### config.mk
export PLATFORM = sky130hd
export DESIGN_NAME = actwin_limiter
export DESIGN_NICKNAME = d
export VERILOG_FILES = /design/src/rtl/actwin_pkg.sv /design/src/rtl/actwin_clock.sv /design/src/rtl/actwin_history.sv /design/src/rtl/actwin_gate.sv /design/src/rtl/actwin_limiter.sv
export SDC_FILE = /design/constraint.sdc
export NUM_CORES = 1
export LEC_CHECK = 0
export ABC_AREA = 0
export ABC_CLOCK_PERIOD_IN_PS = 15400
export BUFFER_PORTS_ARGS = -buffer_cell sky130_fd_sc_hd__buf_2
export CAP_MARGIN = 20
export CORE_UTILIZATION = 58
export DETAILED_ROUTE_END_ITERATION = 8
export MAX_ROUTING_LAYER = met4
export PLACE_DENSITY = 0.89
export SYNTH_ARGS = -nofsm -noshare
export SYNTH_HDL_FRONTEND = slang
export SYNTH_SLANG_ARGS = --single-unit
### constraint.sdc
create_clock -name clk -period 15.4 [get_ports clk]
set_input_delay 3.08 -clock clk [delete_from_list [all_inputs] [get_ports clk]]
set_output_delay 3.08 -clock clk [all_outputs]
set_load 0.05 [all_outputs]
### src/rtl/actwin_pkg.sv
package actwin_pkg;

  // Effective window limit: values below one act as one, above the maximum act as the maximum.
  function automatic int eff_limit(input int raw, input int maxv);
    if (raw < 1) return 1;
    if (raw > maxv) return maxv;
    return raw;
  endfunction

  // Ring index that lies 'back' slots behind 'head' in a ring of 'depth' slots.
  function automatic int ring_back(input int head, input int back, input int depth);
    int idx;
    idx = head - back;
    if (idx < 0) idx = idx + depth;
    return idx;
  endfunction

  // Spacing of zero behaves as one cycle.
  function automatic int eff_spacing(input int raw);
    return (raw < 1) ? 1 : raw;
  endfunction

endpackage

### src/rtl/actwin_clock.sv
module actwin_clock #(
  parameter int TW = 32
) (
  input  logic          clk,
  input  logic          rst_n,
  output logic [TW-1:0] now_o
);
  logic [TW-1:0] cnt_q;

  always_ff @(posedge clk) begin
    if (!rst_n) cnt_q <= '0;
    else        cnt_q <= cnt_q + 1'b1;
  end

  assign now_o = cnt_q;
endmodule

### src/rtl/actwin_history.sv
module actwin_history #(
  parameter int TW    = 32,
  parameter int DEPTH = 4,
  parameter int CW    = $clog2(DEPTH + 1),
  parameter int PW    = (DEPTH > 1) ? $clog2(DEPTH) : 1
) (
  input  logic          clk,
  input  logic          rst_n,
  input  logic          push_i,
  input  logic [TW-1:0] stamp_i,
  input  logic [CW-1:0] back_i,
  output logic [TW-1:0] last_o,
  output logic [TW-1:0] oldest_o,
  output logic [CW-1:0] fill_o
);
  import actwin_pkg::*;

  logic [TW-1:0] stamp_q [DEPTH];
  logic [PW-1:0] head_q;
  logic [CW-1:0] fill_q;
  logic [PW-1:0] idx_last, idx_old;

  for (genvar gi = 0; gi < DEPTH; gi++) begin : g_slot
    always_ff @(posedge clk) begin
      if (!rst_n)                                  stamp_q[gi] <= '0;
      else if (push_i && (head_q == PW'(gi)))      stamp_q[gi] <= stamp_i;
    end
  end

  always_ff @(posedge clk) begin
    if (!rst_n) begin
      head_q <= '0;
      fill_q <= '0;
    end else if (push_i) begin
      head_q <= (head_q == PW'(DEPTH - 1)) ? '0 : head_q + 1'b1;
      if (fill_q < CW'(DEPTH)) fill_q <= fill_q + 1'b1;
    end
  end

  assign idx_last = PW'(ring_back(int'(head_q), 1, DEPTH));
  assign idx_old  = PW'(ring_back(int'(head_q), int'(back_i), DEPTH));
  assign last_o   = stamp_q[idx_last];
  assign oldest_o = stamp_q[idx_old];
  assign fill_o   = fill_q;

  // each recorded activate grows the fill count until the ring is full
  assert_fill_grow_R5: assert property (@(posedge clk) disable iff (!rst_n)
    (push_i && fill_o < CW'(DEPTH)) |=> (fill_o == $past(fill_o) + 1'b1));

  // the fill count never goes beyond the ring depth
  assert_fill_bound_R5: assert property (@(posedge clk) disable iff (!rst_n)
    fill_o <= CW'(DEPTH));
endmodule

### src/rtl/actwin_gate.sv
module actwin_gate #(
  parameter int TW = 32,
  parameter int DW = 8,
  parameter int CW = 3
) (
  input  logic [TW-1:0] now_i,
  input  logic [TW-1:0] last_i,
  input  logic [TW-1:0] oldest_i,
  input  logic [CW-1:0] fill_i,
  input  logic [CW-1:0] lim_i,
  input  logic [DW-1:0] rrd_i,
  input  logic [DW-1:0] xaw_i,
  output logic          ok_o,
  output logic [TW-1:0] next_o,
  output logic          win_on_o
);
  import actwin_pkg::*;

  function automatic logic [TW-1:0] later_of(input logic [TW-1:0] a, input logic [TW-1:0] b);
    return (a > b) ? a : b;
  endfunction

  logic [TW-1:0] rrd_w, xaw_w, sp_due, win_due;
  logic          have_last, sp_ok, win_ok;

  assign rrd_w     = TW'(eff_spacing(int'(rrd_i)));
  assign xaw_w     = TW'(xaw_i);
  assign have_last = (fill_i != '0);
  assign win_on_o  = (xaw_i != '0) && (fill_i >= lim_i);

  // Due times feed the earliest-cycle output.
  assign sp_due  = have_last ? (last_i + rrd_w) : '0;
  assign win_due = win_on_o ? (oldest_i + xaw_w) : '0;
  assign next_o  = later_of(now_i, later_of(sp_due, win_due));

  // The permission flag is formed separately from elapsed-time differences.
  assign sp_ok  = !have_last || ((now_i - last_i) >= rrd_w);
  assign win_ok = !win_on_o || ((now_i - oldest_i) >= xaw_w);
  assign ok_o   = sp_ok && win_ok;
endmodule

### src/rtl/actwin_limiter.sv
module actwin_limiter #(
  parameter int TW      = 32,
  parameter int DW      = 8,
  parameter int LIM_MAX = 4,
  parameter int CW      = $clog2(LIM_MAX + 1)
) (
  input  logic          clk,
  input  logic          rst_n,
  input  logic          act_i,
  input  logic [DW-1:0] cfg_rrd_i,
  input  logic [DW-1:0] cfg_xaw_i,
  input  logic [CW-1:0] cfg_limit_i,
  output logic          act_ok_o,
  output logic [TW-1:0] next_ok_cycle_o,
  output logic [TW-1:0] now_o,
  output logic          err_o
);
  import actwin_pkg::*;

  logic [CW-1:0] lim_eff;
  logic [TW-1:0] last_t, oldest_t;
  logic [CW-1:0] fill;
  logic          accept, reject, win_on, err_q;

  assign lim_eff = CW'(eff_limit(int'(cfg_limit_i), LIM_MAX));
  assign accept  = act_i && act_ok_o;
  assign reject  = act_i && !act_ok_o;

  actwin_clock #(.TW(TW)) u_clock (
    .clk   (clk),
    .rst_n (rst_n),
    .now_o (now_o)
  );

  actwin_history #(.TW(TW), .DEPTH(LIM_MAX), .CW(CW)) u_hist (
    .clk      (clk),
    .rst_n    (rst_n),
    .push_i   (accept),
    .stamp_i  (now_o),
    .back_i   (lim_eff),
    .last_o   (last_t),
    .oldest_o (oldest_t),
    .fill_o   (fill)
  );

  actwin_gate #(.TW(TW), .DW(DW), .CW(CW)) u_gate (
    .now_i    (now_o),
    .last_i   (last_t),
    .oldest_i (oldest_t),
    .fill_i   (fill),
    .lim_i    (lim_eff),
    .rrd_i    (cfg_rrd_i),
    .xaw_i    (cfg_xaw_i),
    .ok_o     (act_ok_o),
    .next_o   (next_ok_cycle_o),
    .win_on_o (win_on)
  );

  always_ff @(posedge clk) begin
    if (!rst_n)      err_q <= 1'b0;
    else if (reject) err_q <= 1'b1;
  end
  assign err_o = err_q;

  // an accepted activate closes issue in the next cycle when the spacing exceeds one
  assert_spacing_R1: assert property (@(posedge clk) disable iff (!rst_n)
    (accept && cfg_rrd_i > 1) |=> !act_ok_o);

  // with the window active and the spacing already met, issue waits on the window
  assert_window_R2: assert property (@(posedge clk) disable iff (!rst_n)
    (win_on && act_ok_o) |-> (next_ok_cycle_o == now_o));

  // an empty history never blocks issue
  assert_first_free_R5: assert property (@(posedge clk) disable iff (!rst_n)
    (fill == '0) |-> act_ok_o);

  // the permission flag agrees with the earliest-cycle output
  assert_next_ok_R6: assert property (@(posedge clk) disable iff (!rst_n)
    act_ok_o == (next_ok_cycle_o == now_o));

  // the error flag, once set, stays set
  assert_err_sticky_R7: assert property (@(posedge clk) disable iff (!rst_n)
    err_o |=> err_o);

  // a rejected strobe leaves the earliest cycle unchanged and raises the error
  assert_reject_keeps_R7: assert property (@(posedge clk) disable iff (!rst_n)
    reject |=> ($stable(next_ok_cycle_o) && err_o));

  // reset clears the counter and the error flag
  assert_reset_R8: assert property (@(posedge clk)
    !rst_n |=> (now_o == '0 && !err_o));

  // the cycle counter advances by one per edge
  assert_time_R9: assert property (@(posedge clk) disable iff (!rst_n)
    $past(rst_n) |-> (now_o == $past(now_o) + 1'b1));
endmodule

Word level (Yosys, flattened, before mapping)

Memories as Yosys holds them, arrays and structs flattened.
Cells that the tools add are included.
Widths: inputs -> output; s select.

Memories kept: 1
Memory bits (writable): 128
Bits in registers: 38
Output and inout port bits: 66
Input port bits: 22

Multiplexer cells: 32
Add/sub/neg operators: 11
$lt $le $gt $ge: 11
Bitwise operators: 4
Equality and inequality tests: 3
Reductions and logical operators: 17

Memories:

| memory         | depth | bits a word | rd ports | clocked after memory_dff | write ports | line                 | RTL |
|---|---|---|---|---|---|---|---|
| u_hist.stamp_q | 4     | 32          | 2        | 0                        | 4           | actwin_history.sv:18 | `logic [TW-1:0] stamp_q [DEPTH];` |

Operators with widths:

| cell                  | count |
|---|---|
| $mux 32               | 8 |
| $gt 32x32->1          | 2 |
| $sub 32x32->32        | 2 |
| $add 32x1->32 const B | 1 |
| $add 32x32->32        | 1 |
| $add 32x8->32         | 1 |
| $ge 32x32->1          | 1 |
| $ge 32x8->1           | 1 |
| $mux 1                | 17 |
| $mux 3                | 3 |
| $logic_and 1x1->1     | 8 |
| $lt 8x1->1 const B    | 1 |
| $mux 8                | 1 |
| $reduce_bool 8->1     | 1 |
| $add 2x1->2 const B   | 3 |
| $lt 3x1->1 const B    | 2 |
| $mux 2                | 3 |
| $eq 2x2->1 const B    | 2 |
| $lt 4x1->1 const B    | 1 |
| $or 1x1->1            | 4 |
| $sub 2x3->4           | 1 |
| $add 3x1->3 const B   | 1 |
| $ge 3x3->1            | 1 |
| $gt 3x3->1 const B    | 1 |
| other kinds (8)       | 11 |

Longest topological paths before layout

Gate-level depths: netlist of run 1.
An unclocked memory read counts as a cell.

Word-level depth: 19
Gate-level depth with buffers: 47
Mapped depth without buffers: 39

Cells and area by module

From an unflattened synthesis of run 1, not the netlist that was laid out.

Cell total of the unflattened synthesis: 1,808
Area, all modules: 16,688.5 µm²

Modules (own cells, without submodules):

| module         | seq. area each (µm²) | instances | cells each | area an instance (µm²) |
|---|---|---|---|---|
| actwin_gate    | 0.0                  | 1         | 1,245      | 8,455.6 |
| actwin_history | 3,943.8              | 1         | 387        | 6,706.4 |
| actwin_clock   | 640.6                | 1         | 168        | 1,466.4 |
| actwin_limiter | 20.0                 | 1         | 8          | 60.1 |

Least setup slack after synthesis of run 1

OpenSTA, ideal clock, no wires.

Kind: input port to output port
Start point: input cfg_limit_i[0]
End point: output next_ok_cycle_o[19]
Slack: -0.151 ns
Path buffers: 6
Stages on the path: 41
Arrival time: 12.471 ns
Cells stage by stage: inv_1 > a21oi_1 > ha_1 > buf_2 > buf_2 > buf_1 > mux4_2 > ha_1 > a21o_1 > a21oi_1 > o21ai_0 > a21oi_1 > a211oi_1 > nand2_1 > nor2_1 > xnor2_1 > nand2_1 > ha_1 > [... 5 more ...] > a21oi_1 > or4_1 > clkbuf_1 > nand3_1 > clkbuf_1 > o22a_1 > ha_1 > a21o_1 > a21o_1 > a21o_1 > a211oi_1 > o21ai_0 > a211oi_1 > nor2_1 > o22ai_1 > clkbuf_1 > nor2_1 > a31oi_1

Longest elaborated chain between the ends: 15

RTL lines:

| what                                             | line                             | RTL |
|---|---|---|
| start, declared                                  | actwin_limiter.sv:12             | `input logic [CW-1:0] cfg_limit_i,` |
| $lt 3x1->1 / $gt 3x3->1 (equally long branches)  | actwin_pkg.sv:5, actwin_pkg.sv:6 |  |
| $mux 1 (on tied branches)                        | actwin_pkg.sv:5, actwin_pkg.sv:6 |  |
| $mux 3 / $mux 1 (equally long branches)          | actwin_pkg.sv:6                  | `if (raw > maxv) return maxv;` |
| $mux 3                                           | actwin_pkg.sv:7                  | `return raw;` |
| $mux 3 (*)                                       | actwin_pkg.sv:6                  |  |
| $sub 2x3->4                                      | actwin_pkg.sv:13                 | `idx = head - back;` |
| $lt 4x1->1 / $add 2x1->2 (equally long branches) | actwin_pkg.sv:14                 | `if (idx < 0) idx = idx + depth;` |
| $mux 2                                           | actwin_pkg.sv:14                 |  |
| $mem_v2 4x32                                     | n/a                              |  |
| $add 32x8->32                                    | actwin_gate.sv:33                | `assign win_due = win_on_o ? (oldest_i + xaw_w) : '0;` |
| $mux 32 (*)                                      | actwin_gate.sv:33                |  |
| $gt 32x32->1                                     | actwin_gate.sv:20                | `return (a > b) ? a : b;` |
| $mux 32 (*)                                      | actwin_gate.sv:20                |  |
| $gt 32x32->1                                     | actwin_gate.sv:20                |  |
| $mux 32 (*)                                      | actwin_gate.sv:20                |  |
| end, declared                                    | actwin_limiter.sv:14             | `output logic [TW-1:0] next_ok_cycle_o,` |

Mark *: on every way between the ends. The rest lies on a longest branch, timed or not. The select of a mux whose other input is x is not followed.

Worst setup path in the final report of run 1

Start point: input cfg_limit_i[0]
End point: output next_ok_cycle_o[21]

The elaborated chain is that of the path after synthesis.

==> results of run 1 <==
==> placed cells by master, fill, tap and decap left out, drive strengths merged, types with 17 or more instances in the layout <==
cell type and n:
inv 143, ha 168, mux4 61, xnor2 94, nand4 43, nor4 17
and3 30, nor3 95, nand3 53, xor2 22, a211oi 18, clkbuf 20
a21o 40, nand2 135, mux2i 18, edfxtp 128, a21oi 151, or3 19
nor2b 83, o21a 27, dfxtp 38, and2 47, buf 119, nor2 159
o21ai 72
==> registers in the layout, summed over array words and instances, names as in the netlist <==
signal	flops
err_o	1
u_hist.fill_o	3
u_hist.stamp_q	128
u_clock.now_o	32
u_hist.head_q	2
==> final timing paths <==
kind	to	slack, ns	cells after the start
setup / recovery	next_ok_cycle_o[21]	0.54	40
hold reg to reg	u_hist.fill_o[0]	0.49	2
hold / removal	u_hist.fill_o[0]	0.49	2
setup reg to reg	u_hist.stamp_q[2][8]	8.64	21
==> critical path: cells and delay by family <==
kind	cells	cell delay, ns
adders and majority gates	4	1.13
xor gates and xnor gates	3	0.88
muxes	1	0.44
AOI/OAI and AO/OA	16	2.84
and+or+nand+nor	10	2.26
buffers and inverters	6	1.10
==> stage by stage <==
step | cell area (um^2) | hold WS [ns] | setup slack, ns | std cells
final | 18420 | 0.4947 | 0.5444 | 2373
after global routing | 18420 | 0.5103 | -0.005797 | 2373
after CTS | 18360 | 0.4960 | 0.4688 | 2369
after detailed placement | 17770 | 0.4813 | 0.4902 | 2337
after global placement | 17750 | 0.4411 | 0.6022 | 2335
after floorplan | 17020 | 0.4521 | -0.1372 | 1926
==> report_power, final <==
| group | switching, uW | internal (uW) |
|---|---|---|
| clock | 185 | 254 |
| sequential | 14.7 | 502 |
| combinational | 689 | 369 |
==> per-layer routing <==
layer / up-vias / routed length (um) / GRT usage
li1: 7191 / - / -
met1: 7597 / 22750 / 0.5073
met2: 858 / 25600 / 0.5961
met3: 111 / 5996 / 0.06860
met4: 0 / 1540 / 0.1162
met5: - / 0 / -
==> final cells by class <==
cell class | count | area share
Inverter | 141 | 0.02874
Sequential cell | 166 | 0.2501
Multi-Input combinational cell | 1530 | 0.6243
Clock buffer | 19 | 0.02351
Timing Repair Buffer | 120 | 0.03893
Tap cell | 384 | 0.02609
Clock inverter | 13 | 0.008424
==> repair_timing <==
action | in CTS | in global routing
hold buffers | 0 | 0
buffers inserted | 0 | 2
resized for setup | 0 | 2
endpoints found under the setup margin | 0 | 26
hold endpoints to repair | 0 | 0
==> cell families after synthesis <==
group / count (synthesis) / share of synthesized area
mux: 89 / 0.09843
xor+xnor: 116 / 0.06045
simple gates: 718 / 0.2165
buf+inv: 231 / 0.05727
fa+ha+maj: 173 / 0.1289
flops: 166 / 0.2719
compound gates: 433 / 0.1665
==> results.cfg, run 1 <==
[run_status]
status = finished clean

[synth]
synth-main-ff-cell = edfxtp_1
synth_edf_count = 128
yosysMostFrequentCell = ha_1
postSynthCellCount = 1926
synth.cell_area_um2 = 16930
synth_top_area_cell = edfxtp_1
ys_types = 80
synth_fp_nets = 2119
yosysWarningCount = 0
synth-seq-area-share = 0.2719
ys_top_cells_by_count = ha_1, nor2_1, a21oi_1
synthTopCellsByArea = edfxtp_1, ha_1, mux4_2
synthArstFlopShare = 0
avgSynthCellArea_um2 = 8.791
synth.top_cell.area_share = 0.2270
ys_ff_latch = 166

[timing]
layout_min_cycle_time_ns = 14.86
finalSetupViolations = 0
fmaxAchievable_mhz = 67.31
hold_viol = 0
worst_pin_slew_ns = 1.130
drv_slew = 0
fin_crit_sh = 0.9647
fin_setup_tns_ns = 0
fin_skew_ns = 0.01151
slew-limit-headroom = 0.2400

[global_route]
grtUsageTotal = 0.3823
antenna_found_initial = 0
grt_pass1_wl_um = 85680
grt_max_degree = 66
grt_pass1_vias = 14970
grt.overflow.total = 0

[routing]
vias = 15760
drt-initial-drc-count = 1845
drtAntennaViolNets = 0
via_per_inst = 6.640
drt_pass1_iterations = 6
wire_per_inst_um = 23.55
drc = 0
wirelength_um = 55880

[place]
hpwl_um = 42280
gp_congestion = 1.045
numPortBuffers = 87

[power]
p_total_uw = 2014
power.static_leakage_uw = 0.007492
power_density_nw_per_um2 = 109.4
ir_drop_mv = 0.08133

[layout]
diodes = 0
nFillCells = 2414
nNetsFinal = 2169
regArea_um2 = 4606
multiInputGateArea_um2 = 11500
area_growth_pct = 8.779
drive_above_1_share = 0.1368
fin_util = 0.6417

[cts]
numCtsBuffers = 17
cts_max_level = 4
cts_root_buf = clkbuf_16
cts_tree = yes
clockBufferDepth = 2
clk_pin_slew_ns = 0.06
cts.sinks = 166
insertion_delay_ns = 0.45

[worst_setup_path]
crit_top_cell = a21oi_1
cp_data_arrival_time_ns = 11.78
cp-start-kind = input pin
slowest_stage = or4_1
critical-path-max-stage-delay_ns = 0.49
startpoint = cfg_limit_i[0]
worstSetupPathType = input pin to output port
end_kind = output port
cp.required_ns = 12.32
reg2reg_from = u_hist.head_q[1]
cp_max_fo = 25

[floorplanning]
rows = 62
ios = 88
dieArea_um2 = 29880
core_area_um2 = 28700
die_y_um = 172.9
start_util = 0.5899
die_w_um = 172.9

[min_path]
hold_path.startpoint = u_hist.fill_o[0]
min_path_type = flip-flop to flip-flop

[job]
cap_viol_max_count = 0
Power figures use the tool's default switching activity.
==> run 2: changes to the inputs <==
PLACE_DENSITY = 0.79   (was 0.89)
==> run 2 against run 1 <==
Effect of this change:
- sequential power barely moved
- sequential cell count unchanged
- final area down 0.43%
- via count fell by 1.1%
- combinational power barely moved
- worst setup slack lost 0.024 ns
- die area did not move
- global-route usage down 1.1 points
- clock-buffer cell count shrank 2
- non-clock buffer count down 5
- register-to-register slack worse by 0.63 ns
- clock power is 4% lower
- critical endpoint is now next_ok_cycle_o[23]
==> results.cfg, run 2 (synthesized netlist as in run 1, its figures left out) <==
[place]
gp_congestion = 1.062
post-place-cells = 2334
hpwl_um = 41990
numPortBuffers = 87

[routing]
via_per_inst = 6.587
drt_pass1_iterations = 5
vias = 15590
drtAntennaViolNets = 0
wirelength_um = 54330
wire_per_inst_um = 22.95
drt-initial-drc-count = 1854
drc = 0

[worst_setup_path]
worstSetupPathType = input pin to output port
reg2reg_from = u_hist.head_q[1]
end_kind = output port
slowest_stage = or4_1
cp.required_ns = 12.32
critical-path-max-stage-delay_ns = 0.49
startpoint = cfg_limit_i[0]
cp_data_arrival_time_ns = 11.80
cp-start-kind = input pin
cp_max_fo = 43
crit_top_cell = a21o_1

[timing]
hold_viol = 0
fin_crit_sh = 0.9662
slew-limit-headroom = 0.2977
layout_min_cycle_time_ns = 14.88
worst_pin_slew_ns = 1.044
drv_slew = 0
rsz0062_at_grt = false
fmaxAchievable_mhz = 67.21
finalSetupViolations = 0
holdWs_ns = 0.4853
fin_skew_ns = 0.009430
fin_setup_tns_ns = 0

[floorplanning]
ios = 88
core_area_um2 = 28700
die_w_um = 172.9
start_util = 0.5899
dieArea_um2 = 29880
rows = 62
die_y_um = 172.9

[min_path]
min_path_type = flip-flop to flip-flop
hold_path.startpoint = u_hist.fill_o[0]

[power]
power.static_leakage_uw = 0.007484
ir_drop_mv = 0.1089
power_density_nw_per_um2 = 107.8

[run_status]
status = finished clean

[layout]
area_growth_pct = 8.306
fin_cells = 2367
drive_above_1_share = 0.1362
nNetsFinal = 2163
fin_util = 0.6389
final_common_cell = ha_1
max_flop_register = u_hist.stamp_q
nFillCells = 2514
diodes = 0
largest_reg_flops = 128
final_cell_mix = ha_1, nor2_1, inv_1, nand2_1, a21oi_1

[cts]
cts.sinks = 166
clockBufferDepth = 2
clk_pin_slew_ns = 0.06
cts_tree = yes
cts_max_level = 4
hold_buffers = 0
cts_root_buf = clkbuf_16
numCtsBuffers = 17
insertion_delay_ns = 0.44

[global_route]
grt.overflow.total = 0
grt_max_degree = 93
grt_pass1_vias = 14530
grtUsageTotal = 0.3710
grt_pass1_wl_um = 82850
antenna_found_initial = 0

[job]
cap_viol_max_count = 0
-- run 2: cell types whose count changed in the layout (fill, tap and decap cells not counted), moves of 2 or more --
cell	before	now
buf_4	29	25
inv_6	2	5
clkinv_2	1	3
clkinv_4	1	3
inv_8	0	2
clkinvlp_4	3	1
bufinv_16	3	1
clkbuf_1	2	0
clkinv_1	3	0
-- run 2: worst max-delay path, delay by kind of cell --
kind,cells,cell delay [ns]
AOI/OAI and AO/OA,20,3.69
and+or+nand+nor,8,1.19
muxes,1,0.44
buffers and inverters,7,1.28
xor gates and xnor gates,3,0.92
adders and majority gates,4,1.15
-- run 2: through the flow --
step	area (um^2)	total power, uW	setup WS (ns)
floorplan	17020	1282	-0.1372
finish	18340	1977	0.5207
detailed placement	17740	1543	0.6043
global placement	17740	1528	0.7028
CTS	18310	1959	0.5863
global route	18340	2075	0.01261
-- run 2: what timing repair did --
action,in CTS,in global routing
setup endpoints to repair,0,24
setup buffers,0,0
gates resized for setup,0,3
-- run 2: layer usage --
metal,part of all wire,global-route usage
met1,0.42,0.5087
met2,0.46,0.5633
met5,0,-
met4,0.027,0.1158
met3,0.096,0.05937
-- run 2: path summary, 6_finish.rpt --
kind / endpoint / slack, ns / depth (start not counted)
setup reg to reg: u_hist.stamp_q[3][20] / 8.01 / 17
hold reg to reg: u_hist.fill_o[0] / 0.49 / 2
hold / removal: u_hist.fill_o[0] / 0.49 / 2
setup / recovery: next_ok_cycle_o[23] / 0.52 / 43
-- run 2: cell type report --
cell class / instances / area, um^2 / share of cell area
well taps: 384 / 480.5 / 0.02620
flip-flops and latches: 166 / 4606 / 0.2512
inverters: 141 / 529.3 / 0.02886
clock buffers: 17 / 425.4 / 0.02320
repair buffers: 115 / 670.6 / 0.03657
multi-input cells: 1529 / 11480 / 0.6261
clock inverters: 15 / 145.1 / 0.007915
-- run 2: report_power, final --
part | switching, uW | internal [uW] | leakage, uW
Clock | 194 | 227 | 0.000283
Sequential | 13.3 | 502 | 0.00165
Combinational | 679 | 362 | 0.00555
Total | 886 | 1090 | 0.00748
==> run 3: changes to the inputs <==
CORE_ASPECT_RATIO = 0.6   (was not set)
PLACE_DENSITY = 0.84   (was 0.79)
==> run 3 against run 2 <==
Effect of this change:
- first-iteration DRC count grew 9.8%
- final area rose by 1.5%
- routed wire length up 16%
- hold slack improved by 0.0076 ns
- fmax shrank 2.6%
- worst setup slack got worse by 0.39 ns
- clock power rose by 9.3%
- utilization is 0.94 points higher
- final cell count is 0.97% higher
- clock-buffer cell count up 3
- die area about the same
==> results.cfg, run 3 (synthesized netlist as in run 1, its figures left out) <==
[worst_setup_path]
r2r_cells = 17
worstSetupPathType = input pin to output port
timing.rr.end = u_hist.stamp_q[2][8]
critical-path-max-stage-delay_ns = 0.56
cp_max_fo = 64
slowest_stage = or4_1
cp_data_arrival_time_ns = 12.19
reg2reg_slack_ns = 7.76
cp-start-kind = input pin
end_kind = output port
cp.required_ns = 12.32
reg2reg_from = u_hist.head_q[1]
crit_top_cell = a21oi_1

[floorplanning]
dieArea_um2 = 29900
ios = 88
die_y_um = 134.3
die_w_um = 222.6
start_util = 0.5898
rows = 48
core_area_um2 = 28710

[power]
power_density_nw_per_um2 = 111.5
p_seq_frac = 0.249
p_total_uw = 2075
ir_drop_mv = 0.08960
comb_power_share = 0.529
power.static_leakage_uw = 0.007632
switching_share = 0.4461
power.internal_uw = 1149
p_clk_frac = 0.222
p_sw_uw = 925.6

[cts]
numCtsBuffers = 17
clk_pin_slew_ns = 0.07
clockBufferDepth = 2
insertion_delay_ns = 0.43
cts_root_buf = clkbuf_16
cts_tree = yes
cts_max_level = 4
cts.sinks = 166

[place]
placed_cell_area_um2 = 17920
numPortBuffers = 87
gp_congestion = 1.074
hpwl_um = 49200
pre_cts_ws_ns = 0.3340

[timing]
drv_slew = 0
fin_skew_ns = 0.01678
fmaxAchievable_mhz = 65.47
setup_slack_ns = 0.1268
finalSetupViolations = 0
fin_setup_tns_ns = 0
hold_viol = 0
worst_pin_slew_ns = 1.011
fin_crit_sh = 0.9918
layout_min_cycle_time_ns = 15.27
slew-limit-headroom = 0.3085

[routing]
via_per_inst = 6.767
drt-initial-drc-count = 2036
wire_per_inst_um = 26.37
vias = 16170
drtAntennaViolNets = 0
drt_pass1_iterations = 6
drc = 0
wirelength_um = 63020

[global_route]
grt.overflow.total = 0
antenna_found_initial = 1
grt_max_degree = 93
grt_pass1_vias = 15050
grt_pass1_wl_um = 93490
grtUsageTotal = 0.4330

[layout]
fin_area_um2 = 18610
max_flop_register = u_hist.stamp_q
final_common_cell = ha_1
area_growth_pct = 9.925
nNetsFinal = 2192
final_cell_mix = ha_1, nor2_1, inv_1, nand2_1, a21oi_1
largest_reg_flops = 128
drive_above_1_share = 0.1476

[min_path]
min_to = err_o
hold_depth = 1
hold_path.startpoint = err_o
min_path_type = flip-flop to flip-flop

[job]
cap_viol_max_count = 0

[run_status]
status = finished clean
run 3: worst max-delay path by stage:
stage               slack [ns]                  end      startpoint
CTS                       0.28  next_ok_cycle_o[11]  cfg_limit_i[0]
global placement          0.42  next_ok_cycle_o[11]  cfg_limit_i[0]
detailed placement        0.33  next_ok_cycle_o[11]  cfg_limit_i[2]
global route             -0.15  next_ok_cycle_o[25]  cfg_limit_i[0]
floorplan                -0.14  next_ok_cycle_o[29]  cfg_limit_i[0]
finish                    0.13  next_ok_cycle_o[11]  cfg_limit_i[0]
run 3: power groups by stage:
stage / sequential [uW] / combinational (uW) / clock (uW)
after floorplan: 521 / 761 / 0
after global placement: 523 / 1040 / 0
after detailed placement: 525 / 1050 / 0
after CTS: 516 / 1060 / 459
after global routing: 519 / 1170 / 474
final: 518 / 1100 / 460
run 3: final cells by class:
class	count	area [um^2]
Multi-Input combinational cell	1529	11480
Fill cell	2334	10100
Sequential cell	166	4606
Timing Repair Buffer	144	888.4
Inverter	141	529.3
Tap cell	375	469.2
Clock buffer	20	436.7
Clock inverter	12	191.4
Antenna cell	3	7.507
run 3: worst max-delay path, delay by kind of cell:
kind            cells  cell delay (ns)
simple gates       10             2.24
buf+inv             8             1.41
compound gates     13             2.77
xor+xnor            3             1.07
fa+ha+maj           4             1.23
mux                 1             0.35
run 3: per-stage QoR:
step	util	hold WS [ns]	cells
2_1_floorplan	-	0.4521	1926
3_3_place_gp	0.6242	0.4425	2349
3_5_place_dp	0.6242	0.4706	2349
4_1_cts	0.6461	0.4947	2381
5_1_grt	0.6482	0.5192	2389
6_report	0.6483	0.4929	2390
run 3: timing repair:
action | in CTS | in global routing
setup endpoints to repair | 0 | 32
endpoints found under the hold margin | 0 | 0
resized for setup | 0 | 0
hold buffers | 0 | 0
buffers inserted | 0 | 6
run 3: routing by layer:
layer | global-route usage | part of all wire | wire, um | vias up
met2 | 0.5609 | 0.39 | 24400 | 1106
li1 | - | - | - | 7232
met4 | 0.08238 | 0.017 | 1069 | 0
met1 | 0.6187 | 0.43 | 27110 | 7737
met5 | - | 0 | 0 | -
met3 | 0.1825 | 0.17 | 10440 | 97
